[src/rtl/cohreq_pkg.sv]
`timescale 1ns/1ps
package cohreq_pkg;

    typedef enum logic [2:0] {
        ST_IDLE       = 3'd0,
        ST_SNOOP_WAIT = 3'd1,
        ST_WB_WAIT    = 3'd2,
        ST_RD_SEND    = 3'd3,
        ST_RELEASE    = 3'd4
    } seq_state_e;

endpackage

[src/rtl/cohreq_snp_cnt.sv]
`timescale 1ns/1ps
// Outstanding snoop response counter for the tracked line.
module cohreq_snp_cnt #(
    parameter int CNT_W = 3
) (
    input  logic             clk,
    input  logic             rst_n,
    input  logic             load_i,
    input  logic [CNT_W-1:0] load_val_i,
    input  logic             rsp_i,
    output logic             zero_o
);

    typedef struct packed {
        logic [CNT_W-1:0] cnt;
    } cnt_s;

    cnt_s cnt_d, cnt_q;

    always_comb begin
        cnt_d = cnt_q;
        if (load_i) begin
            cnt_d.cnt = load_val_i;
        end else if (rsp_i && (cnt_q.cnt != '0)) begin
            cnt_d.cnt = cnt_q.cnt - CNT_W'(1);
        end
    end

    always_ff @(posedge clk) begin
        if (!rst_n) begin
            cnt_q <= '0;
        end else begin
            cnt_q <= cnt_d;
        end
    end

    assign zero_o = (cnt_q.cnt == '0);

    // an empty counter never wraps on a surplus response
    p_no_wrap_r5: assert property (@(posedge clk) disable iff (!rst_n)
        (zero_o && !load_i) |=> zero_o);

endmodule

[src/rtl/cohreq_wb_owed.sv]
`timescale 1ns/1ps
// Count of memory write acknowledgements the current request still awaits.
module cohreq_wb_owed #(
    parameter int OWED_W = 3
) (
    input  logic clk,
    input  logic rst_n,
    input  logic clr_i,
    input  logic arm_i,
    input  logic add_i,
    input  logic ack_i,
    output logic zero_o,
    output logic one_o
);

    typedef struct packed {
        logic [OWED_W-1:0] owed;
    } owed_s;

    owed_s owed_d, owed_q;
    logic  retire;

    always_comb begin
        owed_d = owed_q;
        retire = ack_i && (owed_q.owed != '0);
        if (clr_i) begin
            owed_d.owed = arm_i ? OWED_W'(1) : '0;
        end else begin
            unique case ({add_i, retire})
                2'b10:   owed_d.owed = owed_q.owed + OWED_W'(1);
                2'b01:   owed_d.owed = owed_q.owed - OWED_W'(1);
                default: owed_d.owed = owed_q.owed;
            endcase
        end
    end

    always_ff @(posedge clk) begin
        if (!rst_n) begin
            owed_q <= '0;
        end else begin
            owed_q <= owed_d;
        end
    end

    assign zero_o = (owed_q.owed == '0);
    assign one_o  = (owed_q.owed == OWED_W'(1));

    // a lone ack against a single owed writeback empties the count
    p_ack_retire_r7: assert property (@(posedge clk) disable iff (!rst_n)
        (!clr_i && ack_i && !add_i && one_o) |=> zero_o);

    // a dirty response and an ack together leave the count unchanged
    p_coincide_hold_r7: assert property (@(posedge clk) disable iff (!rst_n)
        (!clr_i && ack_i && add_i && !zero_o) |=> $stable(owed_q.owed));

endmodule

[src/rtl/cohreq_ctl.sv]
`timescale 1ns/1ps
// Per-request step control: snoop, writeback wait, read, release.
module cohreq_ctl
    import cohreq_pkg::*;
#(
    parameter int ADDR_W          = 16,
    parameter bit DIRTY_CANCELS_RD = 1'b1
) (
    input  logic              clk,
    input  logic              rst_n,
    input  logic              hd_valid_i,
    input  logic [ADDR_W-1:0] hd_addr_i,
    input  logic              hd_need_snp_i,
    input  logic              hd_need_rd_i,
    input  logic              older_wb_pend_i,
    input  logic              snp_take_i,
    input  logic              snp_dirty_i,
    input  logic              snp_zero_i,
    input  logic              owed_zero_i,
    input  logic              owed_one_i,
    input  logic              wr_ack_i,
    output seq_state_e        state_o,
    output logic              accept_o,
    output logic              cnt_load_o,
    output logic              owed_clr_o,
    output logic              owed_arm_o,
    output logic              rd_issue_o,
    output logic [ADDR_W-1:0] rd_addr_o,
    output logic              free_o
);

    typedef struct packed {
        seq_state_e        st;
        logic [ADDR_W-1:0] addr;
        logic              rd_need;
    } ctl_s;

    ctl_s ctl_d, ctl_q;
    logic dirty_kill;
    logic owed_clear;

    generate
        if (DIRTY_CANCELS_RD) begin : g_cancel
            assign dirty_kill = snp_take_i && snp_dirty_i;
        end else begin : g_keep
            assign dirty_kill = 1'b0;
        end
    endgenerate

    assign owed_clear = owed_zero_i || (owed_one_i && wr_ack_i);

    always_comb begin
        ctl_d      = ctl_q;
        accept_o   = 1'b0;
        cnt_load_o = 1'b0;
        owed_clr_o = 1'b0;
        owed_arm_o = 1'b0;
        unique case (ctl_q.st)
            ST_IDLE: begin
                if (hd_valid_i) begin
                    accept_o      = 1'b1;
                    owed_clr_o    = 1'b1;
                    ctl_d.addr    = hd_addr_i;
                    ctl_d.rd_need = hd_need_rd_i;
                    if (hd_need_snp_i) begin
                        cnt_load_o = 1'b1;
                        ctl_d.st   = ST_SNOOP_WAIT;
                    end else if (hd_need_rd_i && older_wb_pend_i) begin
                        owed_arm_o = 1'b1;
                        ctl_d.st   = ST_WB_WAIT;
                    end else if (hd_need_rd_i) begin
                        ctl_d.st = ST_RD_SEND;
                    end else begin
                        ctl_d.st = ST_RELEASE;
                    end
                end
            end
            ST_SNOOP_WAIT: begin
                if (dirty_kill) begin
                    ctl_d.rd_need = 1'b0;
                end
                if (snp_zero_i) begin
                    if (!owed_zero_i) begin
                        ctl_d.st = ST_WB_WAIT;
                    end else if (ctl_q.rd_need) begin
                        ctl_d.st = ST_RD_SEND;
                    end else begin
                        ctl_d.st = ST_RELEASE;
                    end
                end
            end
            ST_WB_WAIT: begin
                if (owed_clear) begin
                    ctl_d.st = ctl_q.rd_need ? ST_RD_SEND : ST_RELEASE;
                end
            end
            ST_RD_SEND: begin
                ctl_d.st = ST_RELEASE;
            end
            ST_RELEASE: begin
                ctl_d.st = ST_IDLE;
            end
            default: begin
                ctl_d.st = ST_IDLE;
            end
        endcase
    end

    always_ff @(posedge clk) begin
        if (!rst_n) begin
            ctl_q.st      <= ST_IDLE;
            ctl_q.addr    <= '0;
            ctl_q.rd_need <= 1'b0;
        end else begin
            ctl_q <= ctl_d;
        end
    end

    assign state_o    = ctl_q.st;
    assign rd_issue_o = (ctl_q.st == ST_RD_SEND);
    assign free_o     = (ctl_q.st == ST_RELEASE);
    assign rd_addr_o  = ctl_q.addr;

    // a request needing neither snoop nor read goes straight to release
    p_direct_release_r8: assert property (@(posedge clk) disable iff (!rst_n)
        (accept_o && !hd_need_snp_i && !hd_need_rd_i) |=> free_o);

    // the read goes out with the address captured at acceptance
    p_rd_addr_r3: assert property (@(posedge clk) disable iff (!rst_n)
        (accept_o && !hd_need_snp_i && hd_need_rd_i && !older_wb_pend_i)
        |=> (rd_issue_o && rd_addr_o == $past(hd_addr_i)));

endmodule

[src/rtl/cohreq_seq.sv]
`timescale 1ns/1ps
module cohreq_seq
    import cohreq_pkg::*;
#(
    parameter int ADDR_W           = 16,
    parameter int CNT_W            = 3,
    parameter bit DIRTY_CANCELS_RD = 1'b1
) (
    input  logic              clk,
    input  logic              rst_n,
    input  logic              hd_valid,
    input  logic [ADDR_W-1:0] hd_addr,
    input  logic              hd_need_snp,
    input  logic [CNT_W-1:0]  hd_snp_num,
    input  logic              hd_need_rd,
    output logic              hd_accept,
    input  logic              older_wb_pend,
    output logic              snp_issue,
    output logic [ADDR_W-1:0] snp_addr,
    input  logic              snp_rsp,
    input  logic              snp_rsp_dirty,
    input  logic              mem_wr_ack,
    output logic              rd_issue,
    output logic [ADDR_W-1:0] rd_addr,
    output logic              entry_free
);

    localparam int OWED_W = CNT_W;

    seq_state_e state;
    logic       cnt_load;
    logic       snp_zero;
    logic       snp_take;
    logic       owed_clr;
    logic       owed_arm;
    logic       owed_zero;
    logic       owed_one;

    assign snp_take = (state == ST_SNOOP_WAIT) && snp_rsp && !snp_zero;

    cohreq_snp_cnt #(.CNT_W(CNT_W)) u_snp_cnt (
        .clk        (clk),
        .rst_n      (rst_n),
        .load_i     (cnt_load),
        .load_val_i (hd_snp_num),
        .rsp_i      (snp_take),
        .zero_o     (snp_zero)
    );

    cohreq_wb_owed #(.OWED_W(OWED_W)) u_wb_owed (
        .clk    (clk),
        .rst_n  (rst_n),
        .clr_i  (owed_clr),
        .arm_i  (owed_arm),
        .add_i  (snp_take && snp_rsp_dirty),
        .ack_i  (mem_wr_ack),
        .zero_o (owed_zero),
        .one_o  (owed_one)
    );

    cohreq_ctl #(
        .ADDR_W           (ADDR_W),
        .DIRTY_CANCELS_RD (DIRTY_CANCELS_RD)
    ) u_ctl (
        .clk             (clk),
        .rst_n           (rst_n),
        .hd_valid_i      (hd_valid),
        .hd_addr_i       (hd_addr),
        .hd_need_snp_i   (hd_need_snp),
        .hd_need_rd_i    (hd_need_rd),
        .older_wb_pend_i (older_wb_pend),
        .snp_take_i      (snp_take),
        .snp_dirty_i     (snp_rsp_dirty),
        .snp_zero_i      (snp_zero),
        .owed_zero_i     (owed_zero),
        .owed_one_i      (owed_one),
        .wr_ack_i        (mem_wr_ack),
        .state_o         (state),
        .accept_o        (hd_accept),
        .cnt_load_o      (cnt_load),
        .owed_clr_o      (owed_clr),
        .owed_arm_o      (owed_arm),
        .rd_issue_o      (rd_issue),
        .rd_addr_o       (rd_addr),
        .free_o          (entry_free)
    );

    assign snp_issue = hd_accept && hd_need_snp;
    assign snp_addr  = hd_addr;

    // no read leaves while snoop responses are still outstanding
    p_rd_after_snoops_r5: assert property (@(posedge clk) disable iff (!rst_n)
        rd_issue |-> snp_zero);

    // no read leaves while a write acknowledgement is still owed
    p_rd_owed_clear_r4: assert property (@(posedge clk) disable iff (!rst_n)
        rd_issue |-> owed_zero);

    // a read is always followed by the entry release
    p_rd_then_free_r3: assert property (@(posedge clk) disable iff (!rst_n)
        rd_issue |=> entry_free);

    // the release is a single-cycle pulse
    p_free_single_r11: assert property (@(posedge clk) disable iff (!rst_n)
        entry_free |=> !entry_free);

    // after acceptance the head is not taken again next cycle
    p_busy_no_accept_r9: assert property (@(posedge clk) disable iff (!rst_n)
        hd_accept |=> !hd_accept);

endmodule

[config.mk]
export PLATFORM = sky130hd
export DESIGN_NAME = cohreq_seq
export DESIGN_NICKNAME = d
export VERILOG_FILES = /design/src/rtl/cohreq_pkg.sv /design/src/rtl/cohreq_snp_cnt.sv /design/src/rtl/cohreq_wb_owed.sv /design/src/rtl/cohreq_ctl.sv /design/src/rtl/cohreq_seq.sv
export SDC_FILE = /design/constraint.sdc
export NUM_CORES = 1
export LEC_CHECK = 0
export ABC_CLOCK_PERIOD_IN_PS = 5200
export BUFFER_PORTS_ARGS = -buffer_cell sky130_fd_sc_hd__buf_4
export CORE_UTILIZATION = 30
export DETAILED_ROUTE_END_ITERATION = 6
export GPL_TIMING_DRIVEN = 0
export SETUP_SLACK_MARGIN = 0.05
export SLEW_MARGIN = 20
export SYNTH_ARGS = -nofsm -noshare
export SYNTH_HDL_FRONTEND = slang
export SYNTH_SLANG_ARGS = --single-unit
[constraint.sdc]
create_clock -name clk -period 5.2 [get_ports clk]
set_clock_uncertainty 0.2 [all_clocks]
set_input_delay 0.26 -clock clk [delete_from_list [all_inputs] [get_ports clk]]
set_output_delay 0.26 -clock clk [all_outputs]
set_load 0.1 [all_outputs]
== Word level (Yosys, flattened, before mapping) ==
Cells that the tools add are included.

* Register bits after elaboration: 26
* Input port bits: 28

* Add/subtract/negate cells: 3
* Eq/ne operators: 11
* Mux-type cells: 25
* Reduce and logical (&&, ||, !) cells: 21

{| class="wikitable"
|+ Operators by type and width
! kind !! number
|-
| $mux W3 || 10
|-
| $mux W20 || 1
|-
| $pmux W3 S4 || 1
|-
| $mux W1 || 11
|-
| $logic_not A3 Y1 || 3
|-
| $reduce_bool A3 Y1 || 3
|-
| $logic_and A1 B1 Y1 || 8
|-
| $eq A3 B1 Y1 const B || 2
|-
| $eq A3 B2 Y1 const B || 2
|-
| $pmux W3 S2 || 1
|-
| $reduce_and A3 Y1 || 2
|-
| $sub A3 B1 Y3 const B || 2
|-
| $ne A2 B1 Y1 const B || 2
|-
| $ne A2 B2 Y1 const B || 2
|-
| $reduce_bool A2 Y1 || 2
|-
| $add A3 B1 Y3 const B || 1
|-
| $eq A3 B3 Y1 const B || 1
|-
| $eq A2 B1 Y1 const B || 1
|-
| $eq A2 B2 Y1 const B || 1
|-
| $pmux W1 S2 || 1
|-
| $reduce_and A2 Y1 || 1
|-
| $logic_not A1 Y1 || 1
|-
| $logic_or A1 B1 Y1 || 1
|}

== Logic depth before layout (Yosys ltp) ==
* Depth in word-level cells: 7
* Gate-level depth with buffers: 8
* Mapped depth without buffers: 7

== Hierarchy ==
From an unflattened synthesis, not the netlist that was laid out.

* Cell total of the unflattened synthesis: 207
* Area, all modules: 1720.4 um2

{| class="wikitable"
|+ By module, submodules not included
! module !! times used !! cells each !! area each (um2) !! sequential area each (um2)
|-
| cohreq_ctl || 1 || 134 || 1106.1 || 400.4
|-
| cohreq_wb_owed || 1 || 30 || 271.5 || 60.1
|-
| cohreq_snp_cnt || 1 || 21 || 185.2 || 60.1
|-
| cohreq_seq || 1 || 22 || 157.7 || 0.0
|}

== Least setup slack after synthesis ==
Ideal clock, no wire load.

* Path type: reg-to-output
* Start: reg u_ctl.ctl_q (netlist bit u_ctl.state_o[0])
* End: out rd_issue
* Data arrival time: 2.539 ns
* Data required time: 4.740 ns
* Setup slack: 2.201 ns
* Stages on the path, launching flop included: 3
* Buffers on the path: 0
* Cell sequence: dfxtp_1 inv_1 nor3_1

* Word-level cells in the longest chain between the ends: 1

{| class="wikitable"
|+ RTL lines
! what !! line !! RTL
|-
| from (decl) || cohreq_ctl.sv:38 || <nowiki>ctl_s ctl_d, ctl_q;</nowiki>
|-
| from (signal assigned) || cohreq_ctl.sv:115 || <nowiki>ctl_q <= ctl_d;</nowiki>
|-
| $eq A3 B2 Y1 || cohreq_ctl.sv:120 || <nowiki>assign rd_issue_o = (ctl_q.st == ST_RD_SEND);</nowiki>
|-
| to (decl) || cohreq_seq.sv:23 || <nowiki>output logic rd_issue,</nowiki>
|}

Every way passes these cells.

== Worst setup path after layout ==
* Start: reg u_snp_cnt.cnt_q[0] (netlist bit)
* End: reg u_wb_owed.owed_q[1] (netlist bit)

* Word-level cells in the longest chain between the ends: 7

{| class="wikitable"
|+ RTL lines
! what !! line !! RTL
|-
| from (decl) || cohreq_snp_cnt.sv:18 || <nowiki>cnt_s cnt_d, cnt_q;</nowiki>
|-
| from (signal assigned) || cohreq_snp_cnt.sv:33 || <nowiki>cnt_q <= cnt_d;</nowiki>
|-
| $logic_not A3 Y1 * || cohreq_snp_cnt.sv:37 || <nowiki>assign zero_o = (cnt_q.cnt == '0);</nowiki>
|-
| $logic_not A1 Y1 * || cohreq_seq.sv:39 || <nowiki>assign snp_take = (state == ST_SNOOP_WAIT) && snp_rsp && !snp_zero;</nowiki>
|-
| $logic_and A1 B1 Y1 * || cohreq_seq.sv:39 ||
|-
| $logic_and A1 B1 Y1 * || cohreq_seq.sv:55 || <nowiki>.add_i (snp_take && snp_rsp_dirty),</nowiki>
|-
| $eq A2 B1 Y1 or $eq A2 B2 Y1 (tied branches) || cohreq_wb_owed.sv:29 || <nowiki>unique case ({add_i, retire})</nowiki>
|-
| $pmux W3 S2 || cohreq_wb_owed.sv:29 ||
|-
| $mux W3 || cohreq_wb_owed.sv:26 || <nowiki>if (clr_i) begin</nowiki>
|-
| to (signal assigned) || cohreq_wb_owed.sv:41 || <nowiki>owed_q <= owed_d;</nowiki>
|-
| to (decl) || cohreq_wb_owed.sv:20 || <nowiki>owed_s owed_d, owed_q;</nowiki>
|}

Every way passes the cells marked *; elsewhere a longest branch is shown, timed or not.
A chain may end at the register's enable or synchronous reset.

==> load_flow_metrics.sql <==
INSERT INTO impl_metrics (metric_group, metric, value, unit) VALUES
('flow_run', 'drv.max_cap_violation_count', '0', ''),
('synthesis', 'syn-num-nets', '228', ''),
('sta', 'clock.fmax', '0.4087', 'GHz'),
('synthesis', 'postSynthAreaPerCell', '8.197', 'µm²'),
('drt', 'wl_per_cell', '10.65', 'µm'),
('synthesis', 'yosysUniqueCellTypes', '35', ''),
('layout', 'layout-area-overhead-vs-synth', '38.71', '%'),
('outcome', 'outcome', 'complete, no violations', ''),
('cts', 'worstSkewPairLatency', '0.27', 'ns'),
('grt', 'wire_length_of_the_first_global_routing_pass', '5740', 'µm'),
('drt', 'post-route-drc-count', '0', ''),
('grt', 'initial_antenna_violation_count', '0', ''),
('drt', 'ant_nets', '0', ''),
('sta', 'timing.final.max_slew_violations', '0', ''),
('die', 'coreArea', '5107', 'µm²'),
('cts', 'clk_pin_slew', '0.09', 'ns'),
('cts', 'clock_buffers_created_by_tritoncts', '3', ''),
('die', 'row_count', '26', ''),
('placed_design', 'io_buffer_count', '63', ''),
('sta', 'min_period', '2.447', 'ns'),
('synthesis', 'netlist_instances', '194', ''),
('layout', 'layout.core_utilization', '43.19', '%'),
('power', 'vdd_ir_drop_max', '0.0001823', 'V'),
('die', 'die-width', '74.81', 'µm'),
('die', 'die_y', '74.81', 'µm'),
('sta', 'rsz0062_at_grt', 'false', ''),
('sta', 'portion_of_the_clock_cycle_consumed_by_the_worst_path_in_the_final_layout', '47.05', '%'),
('layout', 'number_of_nets_in_the_layout', '296', ''),
('critical_path', 'setup.worst_path.start_class', 'flop', ''),
('critical_path', 'critPathSlowestCell', 'nor4b_2', ''),
('cts', 'clock_tree_from_tritoncts', 'yes', ''),
('power', 'finalPower', '0.6485', 'mW'),
('layout', 'fillCellCount', '537', ''),
('die', 'floorplan.die_area', '5596', 'µm²'),
('sta', 'slew_headroom', '45.89', '%'),
('sta', 'final_critical_path_setup_slack', '2.753', 'ns'),
('critical_path', 'worstPathCellList', 'inv_1, ha_1, ha_1, nor4b_2, o211ai_1, a211oi_1, a311oi_1', ''),
('sta', 'report.final.setup_viol', '0', ''),
('critical_path', 'crit_fanout', '8', ''),
('grt', 'grt_pass1_vias', '1266', ''),
('die', 'starting_density_of_the_core', '31.14', '%'),
('placed_design', 'gp_routability_congestion', '0.7758', ''),
('drt', 'drt-pass1-iter-count', '4', ''),
('grt', 'grt_start_max_net_pins', '15', ''),
('layout', 'antenna_cells_inserted', '0', ''),
('critical_path', 'end_kind', 'flop', ''),
('placed_design', 'preCtsSetupSlack', '2.807', 'ns'),
('sta', 'count_of_final_hold_check_violations', '0', ''),
('layout', 'layout.cells.most_common_list', '95 x buf_4, 41 x nand2_1, 26 x dfxtp_1, 17 x a21boi_0, 13 x inv_1', ''),
('synthesis', 'yosys_register_bits', '26', ''),
('worst_hold_path', 'min_delay_path_depth', '3', ''),
('critical_path', 'critPathArrivalTime', '2.39', 'ns'),
('sta', 'tightest_slew', '0.8096', 'ns'),
('drt', 'via_count', '1469', ''),
('drt', 'drt_iter0_markers', '43', ''),
('cts', 'holdBufCountCts', '0', ''),
('cts', 'h_tree_levels', '1', ''),
('layout', 'final_common_cell', 'buf_4', ''),
('cts', 'tritoncts_num_sinks', '26', ''),
('cts', 'cts_resized', '0', ''),
('drt', 'vias_per_cell', '4.438', ''),
('cts', 'cts_setup_buffers', '0', ''),
('sta', 'setup_tns', '0', 'ns'),
('grt', 'global_route.usage.total', '13.18', '%'),
('synthesis', 'synth-seq-area-share', '32.73', '%'),
('critical_path', 'critical-path-top-cell-by-count', 'ha_1', ''),
('critical_path', 'reg2reg_depth', '7', ''),
('synthesis', 'yosysWarnings', '0', ''),
('drt', 'drt_wl_total', '3524', 'µm'),
('placed_design', 'post-dp-hpwl', '2822', 'µm'),
('critical_path', 'slowest_delay', '0.70', 'ns'),
('layout', 'sequential_cell_area', '520.5', 'µm²'),
('die', 'design.portCount', '64', ''),
('layout', 'layout_cells_sized_above_1', '39.85', '%'),
('critical_path', 'critical_path_required', '5.14', 'ns'),
('layout', 'multi_input_comb_area', '747.0', 'µm²'),
('synthesis', 'synth_area', '1590', 'µm²'),
('critical_path', 'critical_path_class', 'reg2reg', ''),
('cts', 'ctsLongestPathBuffers', '2', ''),
('grt', 'grt_overflow_total', '0', ''),
('worst_hold_path', 'hold_path_class', 'in2reg', ''),
('power', 'total_leakage_power', '1.014', 'nW'),
('sta', 'hold_slack', '0.04751', 'ns'),
('cts', 'clock_tree.root_cell', 'clkbuf_8', ''),
('power', 'power_density', '294.0', 'nW/µm²');
==> final timing paths <==
| check | from | to | slack, ns |
|---|---|---|---|
| max | u_snp_cnt.cnt_q[0] | u_wb_owed.owed_q[1] | 2.75 |
| min | hd_addr[6] | u_ctl.rd_addr_o[6] | 0.05 |
| max reg2reg | u_snp_cnt.cnt_q[0] | u_wb_owed.owed_q[1] | 2.75 |
| min reg2reg | u_ctl.rd_addr_o[10] | u_ctl.rd_addr_o[10] | 0.27 |
==> area by class of cell <==
type                    instances  area share [%]
plain buffers                  39           12.42
clock buffers                   4           2.496
inverters                      13           2.212
multi-input cells             116           33.86
flip-flops and latches         26           23.60
well taps                      70           3.970
repair buffers                 63           21.44
==> power by group <==
| part | internal, mW | switching [mW] | total [mW] |
|---|---|---|---|
| clock | 0.0676 | 0.0613 | 0.129 |
| combinational | 0.0898 | 0.204 | 0.294 |
| sequential | 0.215 | 0.0101 | 0.226 |
==> critical path, delay by kind of cell (launching register included) <==
kind / cells / cell delay [ns]
buffers and inverters: 1 / 0.06
AOI/OAI and AO/OA: 3 / 0.62
and+or+nand+nor: 1 / 0.70
adders and majority gates: 2 / 0.44
DFF: 1 / 0.32
==> per-layer routing <==
metal | vias to the layer above | part of all wire [%] | track usage, %
met1 | 674 | 47 | 17.36
met4 | 0 | 0.77 | 2.516
met5 | - | 0 | 0
li1 | 758 | - | -
met2 | 35 | 48 | 22.42
met3 | 2 | 4.4 | 2.677
==> cell usage after synthesis <==
| master | instances | area share [%] |
|---|---|---|
| buf_6 | 1 | 0.71 |
| a311oi_1 | 3 | 1.7 |
| o211ai_1 | 2 | 0.94 |
| o221ai_1 | 1 | 0.55 |
| nand2_1 | 41 | 9.7 |
| buf_4 | 32 | 15 |
| nor3_1 | 1 | 0.31 |
| o311ai_0 | 2 | 1.1 |
| o32a_1 | 1 | 0.63 |
| o2111ai_1 | 2 | 1.1 |
| or3_1 | 1 | 0.39 |
| nand2b_1 | 2 | 0.79 |
| o21ai_0 | 4 | 1.3 |
| o22ai_2 | 1 | 0.79 |
| a21oi_1 | 9 | 2.8 |
| inv_1 | 13 | 3.1 |
| and2_1 | 1 | 0.39 |
| dfxtp_1 | 26 | 33 |
| nor2_4 | 1 | 0.71 |
| or4b_4 | 1 | 0.87 |
| a211oi_1 | 2 | 0.94 |
| and2b_1 | 1 | 0.47 |
| o21a_1 | 2 | 0.94 |
| and3_1 | 5 | 2.0 |
| clkbuf_1 | 6 | 1.4 |
| nand4b_1 | 1 | 0.55 |
| xnor3_1 | 1 | 1.4 |
| nor2b_1 | 3 | 1.2 |
| nor4b_2 | 1 | 0.94 |
| nor3b_1 | 1 | 0.47 |
| nand3_1 | 1 | 0.31 |
| a21boi_0 | 17 | 8.0 |
| xnor2_1 | 1 | 0.55 |
| ha_1 | 6 | 4.7 |
| nand3b_1 | 1 | 0.47 |
==> sequential cells by signal, indices dropped and copies added (netlist names) <==
name              cells
u_snp_cnt.cnt_q       3
u_ctl.rd_addr_o      16
u_wb_owed.owed_q      3
u_ctl.state_o         3
u_ctl.ctl_q           1
==> kinds of logic after synthesis <==
kind of cell,share of synthesized area [%]
buf+inv,20.30
xor+xnor,1.967
simple gates,19.51
compound gates,20.77
flops,32.73
fa+ha+maj,4.721
==> through the flow <==
stage          instances  area (µm²)
2_1_floorplan        194        1590
3_3_place_gp         327        2151
3_5_place_dp         327        2151
4_1_cts              331        2206
5_1_grt              331        2206
6_report             331        2206
Power figures use the tool's default switching activity.
